**config.mk**
```make
export PLATFORM = sky130hd
export DESIGN_NAME = nic_dma
export DESIGN_NICKNAME = d
export VERILOG_FILES = /design/src/rtl/nic_dma_pkg.sv /design/src/rtl/nic_dma_regs.sv /design/src/rtl/nic_dma_tx.sv /design/src/rtl/nic_dma_rx.sv /design/src/rtl/nic_dma.sv
export SDC_FILE = /design/constraint.sdc
export NUM_CORES = 1
export LEC_CHECK = 0
export ABC_AREA = 1
export BUFFER_PORTS_ARGS = -buffer_cell sky130_fd_sc_hd__buf_2
export CAP_MARGIN = 20
export CORE_MARGIN = 10
export CORE_UTILIZATION = 60
export CTS_BUF_LIST = sky130_fd_sc_hd__clkbuf_2
export CTS_CLUSTER_SIZE = 16
export DETAILED_ROUTE_END_ITERATION = 10
export GPL_TIMING_DRIVEN = 1
export PLACE_DENSITY = 0.87
export SKIP_LAST_GASP = 1
export SLEW_MARGIN = 20
export SYNTH_ARGS = -nofsm -noshare
export SYNTH_HDL_FRONTEND = slang
export SYNTH_SLANG_ARGS = --single-unit
```
**constraint.sdc**
```tcl
create_clock -name clk -period 2.44 [get_ports clk]
set_input_delay 0.366 -clock clk [delete_from_list [all_inputs] [get_ports clk]]
set_output_delay 0.366 -clock clk [all_outputs]
set_load 0.02 [all_outputs]
```
**src/rtl/nic_dma_pkg.sv**
```systemverilog
package nic_dma_pkg;

  localparam logic [3:0] RA_TX_ADDR = 4'd0;
  localparam logic [3:0] RA_TX_LEN  = 4'd1;
  localparam logic [3:0] RA_TX_GO   = 4'd2;
  localparam logic [3:0] RA_RX_ADDR = 4'd3;
  localparam logic [3:0] RA_RX_LEN  = 4'd4;
  localparam logic [3:0] RA_RX_ARM  = 4'd5;
  localparam logic [3:0] RA_STATUS  = 4'd6;
  localparam logic [3:0] RA_RX_CNT  = 4'd7;
  localparam logic [3:0] RA_DROPS   = 4'd8;

  typedef enum logic [1:0] {TX_IDLE, TX_REQ, TX_CAP, TX_SEND} tx_state_e;

  function automatic logic [3:0] lane_be(input logic [1:0] lane);
    return 4'b0001 << lane;
  endfunction

  function automatic logic [7:0] pick_byte(input logic [31:0] w, input logic [1:0] lane);
    return w[{lane, 3'b000} +: 8];
  endfunction

  function automatic logic [31:0] place_byte(input logic [7:0] b, input logic [1:0] lane);
    return {24'b0, b} << {lane, 3'b000};
  endfunction

  function automatic logic [4:0] status_bits(input logic tx_busy, input logic tx_done,
                                             input logic rx_armed, input logic rx_done,
                                             input logic rx_ovf);
    return {rx_ovf, rx_done, rx_armed, tx_done, tx_busy};
  endfunction

endpackage

```
**src/rtl/nic_dma_regs.sv**
```systemverilog
module nic_dma_regs
  import nic_dma_pkg::*;
#(
  parameter int AW = 16,
  parameter int LW = 16,
  parameter int CW = 16
) (
  input  logic          clk,
  input  logic          rst_n,
  input  logic          reg_wr,
  input  logic          reg_rd,
  input  logic [3:0]    reg_addr,
  input  logic [31:0]   reg_wdata,
  output logic [31:0]   reg_rdata,
  input  logic          tx_busy,
  input  logic          tx_done_p,
  input  logic          rx_armed,
  input  logic          rx_done_p,
  input  logic          rx_ovf,
  input  logic [LW-1:0] rx_count,
  input  logic          rx_drop_p,
  output logic [AW-1:0] tx_addr,
  output logic [LW-1:0] tx_len,
  output logic          tx_start,
  output logic [AW-1:0] rx_addr,
  output logic [LW-1:0] rx_len,
  output logic          rx_start,
  output logic          irq_tx,
  output logic          irq_rx
);

  logic          tx_done_q, rx_done_q, rd_stat;
  logic [CW-1:0] drops;
  logic          unused_wdata;

  assign unused_wdata = ^reg_wdata;
  assign rd_stat  = reg_rd && (reg_addr == RA_STATUS);
  assign tx_start = reg_wr && (reg_addr == RA_TX_GO) && reg_wdata[0] && !tx_busy;
  assign rx_start = reg_wr && (reg_addr == RA_RX_ARM) && reg_wdata[0] && !rx_armed;
  assign irq_tx   = tx_done_q;
  assign irq_rx   = rx_done_q;

  always_ff @(posedge clk) begin
    if (!rst_n) begin
      tx_addr   <= '0;
      tx_len    <= '0;
      rx_addr   <= '0;
      rx_len    <= '0;
      tx_done_q <= 1'b0;
      rx_done_q <= 1'b0;
      drops     <= '0;
    end else begin
      if (reg_wr) begin
        case (reg_addr)
          RA_TX_ADDR: tx_addr <= reg_wdata[AW-1:0];
          RA_TX_LEN:  tx_len  <= reg_wdata[LW-1:0];
          RA_RX_ADDR: rx_addr <= reg_wdata[AW-1:0];
          RA_RX_LEN:  rx_len  <= reg_wdata[LW-1:0];
          default: ;
        endcase
      end
      if (tx_done_p)    tx_done_q <= 1'b1;
      else if (rd_stat) tx_done_q <= 1'b0;
      if (rx_done_p)    rx_done_q <= 1'b1;
      else if (rd_stat) rx_done_q <= 1'b0;
      if (rx_drop_p)    drops <= drops + CW'(1);
    end
  end

  always_comb begin
    case (reg_addr)
      RA_TX_ADDR: reg_rdata = 32'(tx_addr);
      RA_TX_LEN:  reg_rdata = 32'(tx_len);
      RA_TX_GO:   reg_rdata = 32'(tx_busy);
      RA_RX_ADDR: reg_rdata = 32'(rx_addr);
      RA_RX_LEN:  reg_rdata = 32'(rx_len);
      RA_RX_ARM:  reg_rdata = 32'(rx_armed);
      RA_STATUS:  reg_rdata = 32'(status_bits(tx_busy, tx_done_q, rx_armed, rx_done_q, rx_ovf));
      RA_RX_CNT:  reg_rdata = 32'(rx_count);
      RA_DROPS:   reg_rdata = 32'(drops);
      default:    reg_rdata = '0;
    endcase
  end

  AST_IRQ_TX_FROM_DONE: assert property (@(posedge clk) disable iff (!rst_n)
    $rose(irq_tx) |-> $past(tx_done_p));
  AST_IRQ_TX_CLEARED: assert property (@(posedge clk) disable iff (!rst_n)
    rd_stat && !tx_done_p |=> !irq_tx);
  AST_IRQ_RX_CLEARED: assert property (@(posedge clk) disable iff (!rst_n)
    rd_stat && !rx_done_p |=> !irq_rx);
  AST_DROP_COUNTS: assert property (@(posedge clk) disable iff (!rst_n)
    rx_drop_p |=> drops == $past(drops) + CW'(1));

endmodule

```
**src/rtl/nic_dma_tx.sv**
```systemverilog
module nic_dma_tx
  import nic_dma_pkg::*;
#(
  parameter int AW = 16,
  parameter int LW = 16
) (
  input  logic          clk,
  input  logic          rst_n,
  input  logic          start,
  input  logic [AW-1:0] base,
  input  logic [LW-1:0] len,
  output logic          busy,
  output logic          done_p,
  output logic          mem_rd_en,
  output logic [AW-3:0] mem_rd_addr,
  input  logic [31:0]   mem_rd_data,
  output logic          tx_valid,
  input  logic          tx_ready,
  output logic [7:0]    tx_data,
  output logic          tx_last
);

  localparam logic [LW-1:0] ONE = LW'(1);

  tx_state_e     state;
  logic [AW-1:0] cur;
  logic [LW-1:0] left;
  logic [31:0]   word;

  assign busy        = (state != TX_IDLE);
  assign mem_rd_en   = (state == TX_REQ);
  assign mem_rd_addr = cur[AW-1:2];
  assign tx_valid    = (state == TX_SEND);
  assign tx_data     = pick_byte(word, cur[1:0]);
  assign tx_last     = tx_valid && (left == ONE);

  always_ff @(posedge clk) begin
    if (!rst_n) begin
      state  <= TX_IDLE;
      cur    <= '0;
      left   <= '0;
      word   <= '0;
      done_p <= 1'b0;
    end else begin
      done_p <= 1'b0;
      case (state)
        TX_IDLE: if (start) begin
          if (len == '0) done_p <= 1'b1;
          else begin
            cur   <= base;
            left  <= len;
            state <= TX_REQ;
          end
        end
        TX_REQ: state <= TX_CAP;
        TX_CAP: begin
          word  <= mem_rd_data;
          state <= TX_SEND;
        end
        TX_SEND: if (tx_ready) begin
          cur  <= cur + AW'(1);
          left <= left - ONE;
          if (left == ONE) begin
            state  <= TX_IDLE;
            done_p <= 1'b1;
          end else if (cur[1:0] == 2'd3) begin
            state <= TX_REQ;
          end
        end
        default: state <= TX_IDLE;
      endcase
    end
  end

  AST_TX_HOLD: assert property (@(posedge clk) disable iff (!rst_n)
    tx_valid && !tx_ready |=> tx_valid && $stable(tx_data) && $stable(tx_last));
  AST_TX_LAST_ENDS: assert property (@(posedge clk) disable iff (!rst_n)
    tx_valid && tx_ready && tx_last |=> !tx_valid);
  AST_TX_START_IDLE: assert property (@(posedge clk) disable iff (!rst_n)
    start |-> state == TX_IDLE);

endmodule

```
**src/rtl/nic_dma_rx.sv**
```systemverilog
module nic_dma_rx
  import nic_dma_pkg::*;
#(
  parameter int AW = 16,
  parameter int LW = 16
) (
  input  logic          clk,
  input  logic          rst_n,
  input  logic          start,
  input  logic [AW-1:0] base_in,
  input  logic [LW-1:0] len_in,
  output logic          armed,
  output logic          done_p,
  output logic          ovf,
  output logic [LW-1:0] count,
  output logic          drop_p,
  output logic          mem_wr_en,
  output logic [AW-3:0] mem_wr_addr,
  output logic [31:0]   mem_wr_data,
  output logic [3:0]    mem_wr_be,
  input  logic          rx_valid,
  input  logic [7:0]    rx_data,
  input  logic          rx_last
);

  localparam logic [LW-1:0] ONE = LW'(1);

  logic [AW-1:0] base, cur;
  logic [LW-1:0] len;
  logic          in_frame, receiving;
  logic [31:0]   acc_data, merged;
  logic [3:0]    acc_be, merged_be;
  logic          frame_start, accept_start, take, fits, flush;

  assign frame_start  = rx_valid && !in_frame;
  assign accept_start = frame_start && armed;
  assign drop_p       = frame_start && !armed;
  assign take         = rx_valid && (receiving || accept_start);
  assign cur          = base + AW'(count);
  assign fits         = count < len;
  assign merged       = acc_data | place_byte(rx_data, cur[1:0]);
  assign merged_be    = acc_be | lane_be(cur[1:0]);
  assign flush        = (cur[1:0] == 2'd3) || rx_last || (count + ONE == len);

  always_ff @(posedge clk) begin
    if (!rst_n) begin
      base <= '0; len <= '0; count <= '0;
      armed <= 1'b0; in_frame <= 1'b0; receiving <= 1'b0; ovf <= 1'b0;
      acc_data <= '0; acc_be <= '0; done_p <= 1'b0;
      mem_wr_en <= 1'b0; mem_wr_addr <= '0; mem_wr_data <= '0; mem_wr_be <= '0;
    end else begin
      done_p    <= 1'b0;
      mem_wr_en <= 1'b0;
      if (rx_valid) in_frame <= !rx_last;
      if (start) begin
        armed    <= 1'b1;
        base     <= base_in;
        len      <= len_in;
        count    <= '0;
        ovf      <= 1'b0;
        acc_data <= '0;
        acc_be   <= '0;
      end
      if (accept_start && !rx_last) receiving <= 1'b1;
      if (take) begin
        if (fits) begin
          count <= count + ONE;
          if (flush) begin
            mem_wr_en   <= 1'b1;
            mem_wr_addr <= cur[AW-1:2];
            mem_wr_data <= merged;
            mem_wr_be   <= merged_be;
            acc_data    <= '0;
            acc_be      <= '0;
          end else begin
            acc_data <= merged;
            acc_be   <= merged_be;
          end
        end else begin
          ovf <= 1'b1;
        end
        if (rx_last) begin
          receiving <= 1'b0;
          armed     <= 1'b0;
          done_p    <= 1'b1;
        end
      end
    end
  end

  AST_RX_BE_NONZERO: assert property (@(posedge clk) disable iff (!rst_n)
    mem_wr_en |-> mem_wr_be != 4'b0000);
  AST_RX_IN_WINDOW: assert property (@(posedge clk) disable iff (!rst_n)
    mem_wr_en |-> ({mem_wr_addr, 2'b00} >= {base[AW-1:2], 2'b00}) &&
                  ({mem_wr_addr, 2'b00} < base + AW'(len)));
  AST_RX_OVF_AT_FULL: assert property (@(posedge clk) disable iff (!rst_n)
    $rose(ovf) |-> count == len);
  AST_RX_START_UNARMED: assert property (@(posedge clk) disable iff (!rst_n)
    start |-> !armed);

endmodule

```
**src/rtl/nic_dma.sv**
```systemverilog
module nic_dma #(
  parameter int AW = 16,
  parameter int LW = 16,
  parameter int CW = 16
) (
  input  logic          clk,
  input  logic          rst_n,
  input  logic          reg_wr,
  input  logic          reg_rd,
  input  logic [3:0]    reg_addr,
  input  logic [31:0]   reg_wdata,
  output logic [31:0]   reg_rdata,
  output logic          irq_tx,
  output logic          irq_rx,
  output logic          mem_rd_en,
  output logic [AW-3:0] mem_rd_addr,
  input  logic [31:0]   mem_rd_data,
  output logic          mem_wr_en,
  output logic [AW-3:0] mem_wr_addr,
  output logic [31:0]   mem_wr_data,
  output logic [3:0]    mem_wr_be,
  output logic          tx_valid,
  input  logic          tx_ready,
  output logic [7:0]    tx_data,
  output logic          tx_last,
  input  logic          rx_valid,
  input  logic [7:0]    rx_data,
  input  logic          rx_last
);

  logic [AW-1:0] tx_addr, rx_addr;
  logic [LW-1:0] tx_len, rx_len, rx_count;
  logic          tx_start, tx_busy, tx_done_p;
  logic          rx_start, rx_armed, rx_done_p, rx_ovf, rx_drop_p;

  nic_dma_regs #(.AW(AW), .LW(LW), .CW(CW)) u_regs (
    .clk(clk), .rst_n(rst_n), .reg_wr(reg_wr), .reg_rd(reg_rd),
    .reg_addr(reg_addr), .reg_wdata(reg_wdata), .reg_rdata(reg_rdata),
    .tx_busy(tx_busy), .tx_done_p(tx_done_p), .rx_armed(rx_armed),
    .rx_done_p(rx_done_p), .rx_ovf(rx_ovf), .rx_count(rx_count), .rx_drop_p(rx_drop_p),
    .tx_addr(tx_addr), .tx_len(tx_len), .tx_start(tx_start),
    .rx_addr(rx_addr), .rx_len(rx_len), .rx_start(rx_start),
    .irq_tx(irq_tx), .irq_rx(irq_rx)
  );

  nic_dma_tx #(.AW(AW), .LW(LW)) u_tx (
    .clk(clk), .rst_n(rst_n), .start(tx_start), .base(tx_addr), .len(tx_len),
    .busy(tx_busy), .done_p(tx_done_p), .mem_rd_en(mem_rd_en),
    .mem_rd_addr(mem_rd_addr), .mem_rd_data(mem_rd_data), .tx_valid(tx_valid),
    .tx_ready(tx_ready), .tx_data(tx_data), .tx_last(tx_last)
  );

  nic_dma_rx #(.AW(AW), .LW(LW)) u_rx (
    .clk(clk), .rst_n(rst_n), .start(rx_start), .base_in(rx_addr), .len_in(rx_len),
    .armed(rx_armed), .done_p(rx_done_p), .ovf(rx_ovf), .count(rx_count),
    .drop_p(rx_drop_p), .mem_wr_en(mem_wr_en), .mem_wr_addr(mem_wr_addr),
    .mem_wr_data(mem_wr_data), .mem_wr_be(mem_wr_be), .rx_valid(rx_valid),
    .rx_data(rx_data), .rx_last(rx_last)
  );

endmodule

```
* Word level (Yosys, flattened, before mapping)
Cells that the tools add are included.
** Cells by class
- $add $sub $neg :: 5
- Magnitude comparators :: 1
- Equal/unequal tests :: 19
- Shift operators :: 3
- Mux-type cells :: 45
- Bitwise gates (word level) :: 2
- Reduce and logical (&&, ||, !) cells :: 36
** Operator list (number)
- $mux W16 :: 9
- $pmux W16 S9 :: 1
- $mux W32 :: 4
- $pmux W16 S2 :: 2
- $add A16 B1 Y16 const B :: 3
- $or A32 B32 Y32 :: 1
- $shiftx A32 B6 Y8 :: 1
- $shl A8 B5 Y32 :: 1
- $mux W1 :: 18
- $add A16 B16 Y16 :: 1
- $eq A16 B1 Y1 const B :: 1
- $eq A16 B16 Y1 :: 1
- $eq A4 B3 Y1 const B :: 4
- $logic_not A16 Y1 :: 1
- $lt A16 B16 Y1 :: 1
- $mux W4 :: 4
- $sub A16 B1 Y16 const B :: 1
- $logic_and A1 B1 Y1 :: 13
- $mux W2 :: 5
- $reduce_and A2 Y1 :: 5
- $eq A2 B2 Y1 const B :: 4
- $eq A4 B2 Y1 const B :: 2
- $pmux W2 S4 :: 1
- $reduce_and A4 Y1 :: 2
- other kinds (14) :: 25
** Storage, ports and cells
- Register bits after elaboration :: 289
- Output and inout bits :: 110
- Logic and storage cells :: 137

* Depth between registers and ports, before layout
- Word-level depth :: 7
- Mapped depth :: 19

* Modules after synthesis
A second synthesis with hierarchy kept.
** Unflattened totals
- Cell total of the unflattened synthesis :: 2404
- Area, all modules :: 15811.4 µm²
** Modules (own cells, without submodules)
- nic_dma_rx :: times used 1, cells an instance 1117, area an instance 7596.0 µm², seq. area each 2802.7 µm²
- nic_dma_regs :: times used 1, cells an instance 625, area an instance 4181.5 µm², seq. area each 1641.6 µm²
- nic_dma_tx :: times used 1, cells an instance 662, area an instance 4033.9 µm², seq. area each 1341.3 µm²

* Worst setup path after synthesis
Ideal clock, no wire load.
- Path kind :: reg-to-reg
- From :: reg u_rx.count[1]
- To :: reg u_rx.mem_wr_addr[10]
- Setup time :: 0.109 ns
- Data arrival time :: 2.127 ns
- Data required time :: 2.331 ns
- Setup slack :: 0.204 ns
- Cell stages (with the launch flop) :: 17
- Buffers on the path :: 2
- Path through :: dfxtp_1 > ha_1 > nand2_1 > nor2_4 > nand3_1 > nand2_1 > nand3_1 > nand2_1 > nand3_1 > nor2_2 > nand3_4 > nand2_4 > buf_6 > buf_6 > nand3_1 > nand2_1 > inv_1
** Between the ends
- Cells in the longest elaborated chain, start to end :: 5
- Elaborated cells on any way between the ends :: 8
- Those cells by class :: add/sub: 2; order compare: 1; eq/ne: 2; reduce/logical: 3
** RTL lines
- from (decl) :: RTL line nic_dma_rx.sv:15 : output logic [LW-1:0] count,
- from (signal assigned) :: RTL line nic_dma_rx.sv:67 : count <= count + ONE;
- branches (longest 5 deep; another with $add A16 B1 Y16)
- to (signal assigned) :: RTL line nic_dma_rx.sv:70 : mem_wr_addr <= cur[AW-1:2];
- to (decl) :: RTL line nic_dma_rx.sv:18 : output logic [AW-3:0] mem_wr_addr,
Parallel ways; which one is timed is not known.
A chain may end at the register's enable or synchronous reset.

* Worst setup path after layout
- From :: reg u_tx.state[0]
- To :: out tx_last
** Between the ends
- Cells in the longest elaborated chain, start to end :: 2
** RTL lines
- from (decl) :: RTL line nic_dma_tx.sv:25 : tx_state_e state;
- from (signal assigned) :: RTL line nic_dma_tx.sv:39 : state <= TX_IDLE;
- from (signal assigned) :: RTL line nic_dma_tx.sv:52 : state <= TX_REQ;
- from (signal assigned) :: RTL line nic_dma_tx.sv:55 : TX_REQ: state <= TX_CAP;
- $eq A2 B2 Y1 :: RTL line nic_dma_tx.sv:33 : assign tx_valid = (state == TX_SEND);
- $logic_and A1 B1 Y1 :: RTL line nic_dma_tx.sv:35 : assign tx_last = tx_valid && (left == ONE);
- to (decl) :: RTL line nic_dma.sv:25 : output logic tx_last,
Every way passes these cells.

==> impl_metrics.json <==
{
  "outcome": "complete, but fails checks",
  "violations": "negative setup slack",
  "setup_ws_ns": -0.0849,
  "synth_top_area_share_pct": 38.7,
  "dp_hpwl_um": 32000,
  "core_area_mm2": 0.0244,
  "grt_start_max_net_pins": 116,
  "rsz0062_at_grt": "true",
  "place_inst": 2564,
  "fmax_ghz": 0.396,
  "worst_pin_slew_ns": 0.577,
  "synthesis.area_mm2": 0.0149,
  "clock-sinks": 289,
  "powerDensity_mw_per_mm2": 518,
  "area_delta_synth_final_pct": 24.9,
  "grt_pass1_vias": 15408,
  "finalSetupTns_ns": -0.119,
  "numCtsBuffers": 73,
  "path_clk_slew_ns": 0.11,
  "die_y_um": 178,
  "final_layout_size_suffix_gt1_share_pct": 22.8,
  "critPathMaxFanout": 50,
  "avgSynthCellArea_um2": 6.95,
  "finalSetupViolCount": 2,
  "cts_root_buf": "clkbuf_2",
  "dpl_cell_area_mm2": 0.0161,
  "drt-total-wl_um": 52100,
  "required_ns": 2.07,
  "io_pins": 193,
  "synthTopCellsByCount": "nand2_1 (299), dfxtp_1 (289), a21oi_1 (263), inv_1 (244), o21ai_0 (238)",
  "wl_per_cell_um": 18.5,
  "grt_pass1_wl_um": 77400,
  "synthSimpleGateAreaFrac_pct": 22.3,
  "synth_area_leaders": "dfxtp_1 (39%), a21oi_1 (8.8%), o21ai_0 (8.0%), nand2_1 (7.5%), inv_1 (6.1%)",
  "routed_via_density": 5.98,
  "arrival_ns": 2.16,
  "hold_path.class": "in -> reg",
  "io_buffers": 160,
  "place_congestion": 0.981,
  "cts_buffer_depth": 3,
  "max-slew-margin-rel_pct": 61.5,
  "overflow": 0,
  "num_vias": 16829,
  "wl_met1_um": 19100,
  "drt_iter0_markers": 1913,
  "timing.final.crit_share_pct": 103,
  "synth_edf_count": 0,
  "maxUsedRoutingLayer": "met4",
  "slew_viol_final": 0,
  "ys_types": 42,
  "synth-seq-cells": 289,
  "path_class": "reg -> out",
  "p_leak_nw": 7.84,
  "multi_input_area_mm2": 0.00801,
  "clk_latency_ns": 0.86,
  "fin_crit_ns": 2.52,
  "wl_met2_um": 24200,
  "yosysTopAreaCell": "dfxtp_1",
  "grtUsageTotal_pct": 29.7,
  "synth-compound-area-share_pct": 22.6,
  "synth-xor-area-share_pct": 1.52,
  "synthMuxAreaShare_pct": 0,
  "finalNonFillerCells": 2813,
  "synth-main-ff-cell": "dfxtp_1",
  "cp-start-kind": "flop",
  "post-route-util_pct": 76.5,
  "antenna_found_initial": 3,
  "dr_wl_met3_um": 5720,
  "ir_drop_mv": 0.472,
  "seqCellArea_mm2": 0.00585,
  "drc_errors": 0,
  "ys_async_sr_fraction_pct": 0,
  "max_cap_viol_count": 0,
  "fin_area_mm2": 0.0187,
  "synth_fa_ha_area_share_pct": 3.49,
  "yosysSeqAreaShare_pct": 38.7,
  "critPathCaptureType": "output port",
  "syn-instance-count": 2148,
  "ant_nets": 0,
  "die_x_um": 178,
  "synthMostInstantiatedCell": "nand2_1",
  "synth-warning-count": 0,
  "num_rows": 57,
  "die_area_mm2": 0.0316,
  "clock_skew_ns": 0.0768,
  "nets": 2565,
  "finalHoldViolations": 0,
  "dr.pass1.iters": 7,
  "cts_tree": "done",
  "start_util_pct": 61.2,
  "fillerInstances": 1674,
  "synth_top_family_by_area": "compound AO/OA/AOI/OAI gates",
  "htree_num_levels": 3
}
==> flip-flops by register name, indices dropped and copies added, names as in the netlist, 2 cells and up <==
name	flops
u_tx.cur	16
u_tx.state	2
u_rx.base	16
u_rx.acc_data	32
u_rx.mem_wr_addr	14
u_tx.left	16
u_regs.rx_len	16
u_regs.tx_addr	16
u_rx.len	16
u_rx.mem_wr_data	32
u_regs.rx_addr	16
u_rx.acc_be	4
u_regs.tx_len	16
u_regs.drops	16
u_tx.word	32
u_rx.mem_wr_be	4
u_rx.count	16
==> final cells by class <==
type                       count  share of cell area [%]
antenna                        3                  0.0402
clock buffer                 100                    2.68
clock inverter                20                   0.590
inverter                     251                    5.21
multi-input combinational   1469                    42.9
sequential                   289                    31.4
tap                          324                    2.17
timing repair buffer         356                    15.0
timing repair inverter         1                  0.0268
==> per-layer routing <==
metal,GRT usage [%],up-vias
met5,0,-
met4,17.2,0
met3,7.16,250
met2,48.0,1180
met1,35.3,7600
li1,-,7799
==> worst paths after layout <==
check / start / endpoint / slack [ns] / cells after the start
hold reg to reg: u_regs.rx_addr[4] / u_rx.base[4] / 0.48 / 2
setup / recovery: u_tx.state[0] / tx_last / -0.08 / 5
hold / removal: reg_addr[0] / u_tx.done_p / 0.12 / 5
setup reg to reg: u_rx.count[1] / u_rx.mem_wr_be[2] / 0.01 / 18
==> report_power, final <==
| part | total (W) | internal [W] | switching, W |
|---|---|---|---|
| combinational | 0.00150 | 0.000561 | 0.000942 |
| clock | 0.00322 | 0.00120 | 0.00202 |
| sequential | 0.00493 | 0.00483 | 0.000101 |
| total | 0.00966 | 0.00659 | 0.00307 |
==> timing repair <==
action                                  CTS  global route
pin swaps                                 8            28
hold endpoints to repair                133             0
endpoints found under the setup margin   52           117
gates resized for setup                  95           125
cloned                                    0             9
setup buffers                            31            20
hold buffers                             66             0
==> worst max-delay path, cell delays in order, from the launching register on <==
cell	delay, ns
dfxtp_4	0.39
ha_1	0.25
inv_1	0.13
buf_8	0.30
nor2_4	0.09
buf_6	0.14
==> placed cells by master, fill, tap and decap left out, drive strengths merged, types with 14 or more instances in the layout <==
cell and count:
clkinv 22, nor3 20, dlygate4sd3 66, nor2 228, ha 40, a221oi 14, nand4 53, xor2 16
dfxtp 289, conb 16, clkbuf 105, o21ai 242, nand3 157, o22ai 29, a21oi 283, nand2 303
inv 245, a31oi 16, buf 285
==> through the flow <==
| stage | total power (W) | hold slack, ns | setup slack [ns] |
|---|---|---|---|
| finish | 0.00966 | 0.125 | -0.0849 |
| global route | 0.0100 | 0.0966 | -0.147 |
| CTS | 0.00941 | 0.0718 | -0.137 |
| detailed placement | 0.00616 | 0.450 | -0.0337 |
| global placement | 0.00613 | 0.425 | 0.0207 |
| floorplan | 0.00581 | 0.413 | 0.204 |
==> kinds of logic after synthesis <==
kind of cell	after synthesis
fa+ha+maj	41
other cells	1
xor+xnor	26
simple gates	767
flops	289
buf+inv	406
compound gates	618
Note: power is estimated with default switching activity, not from simulation.
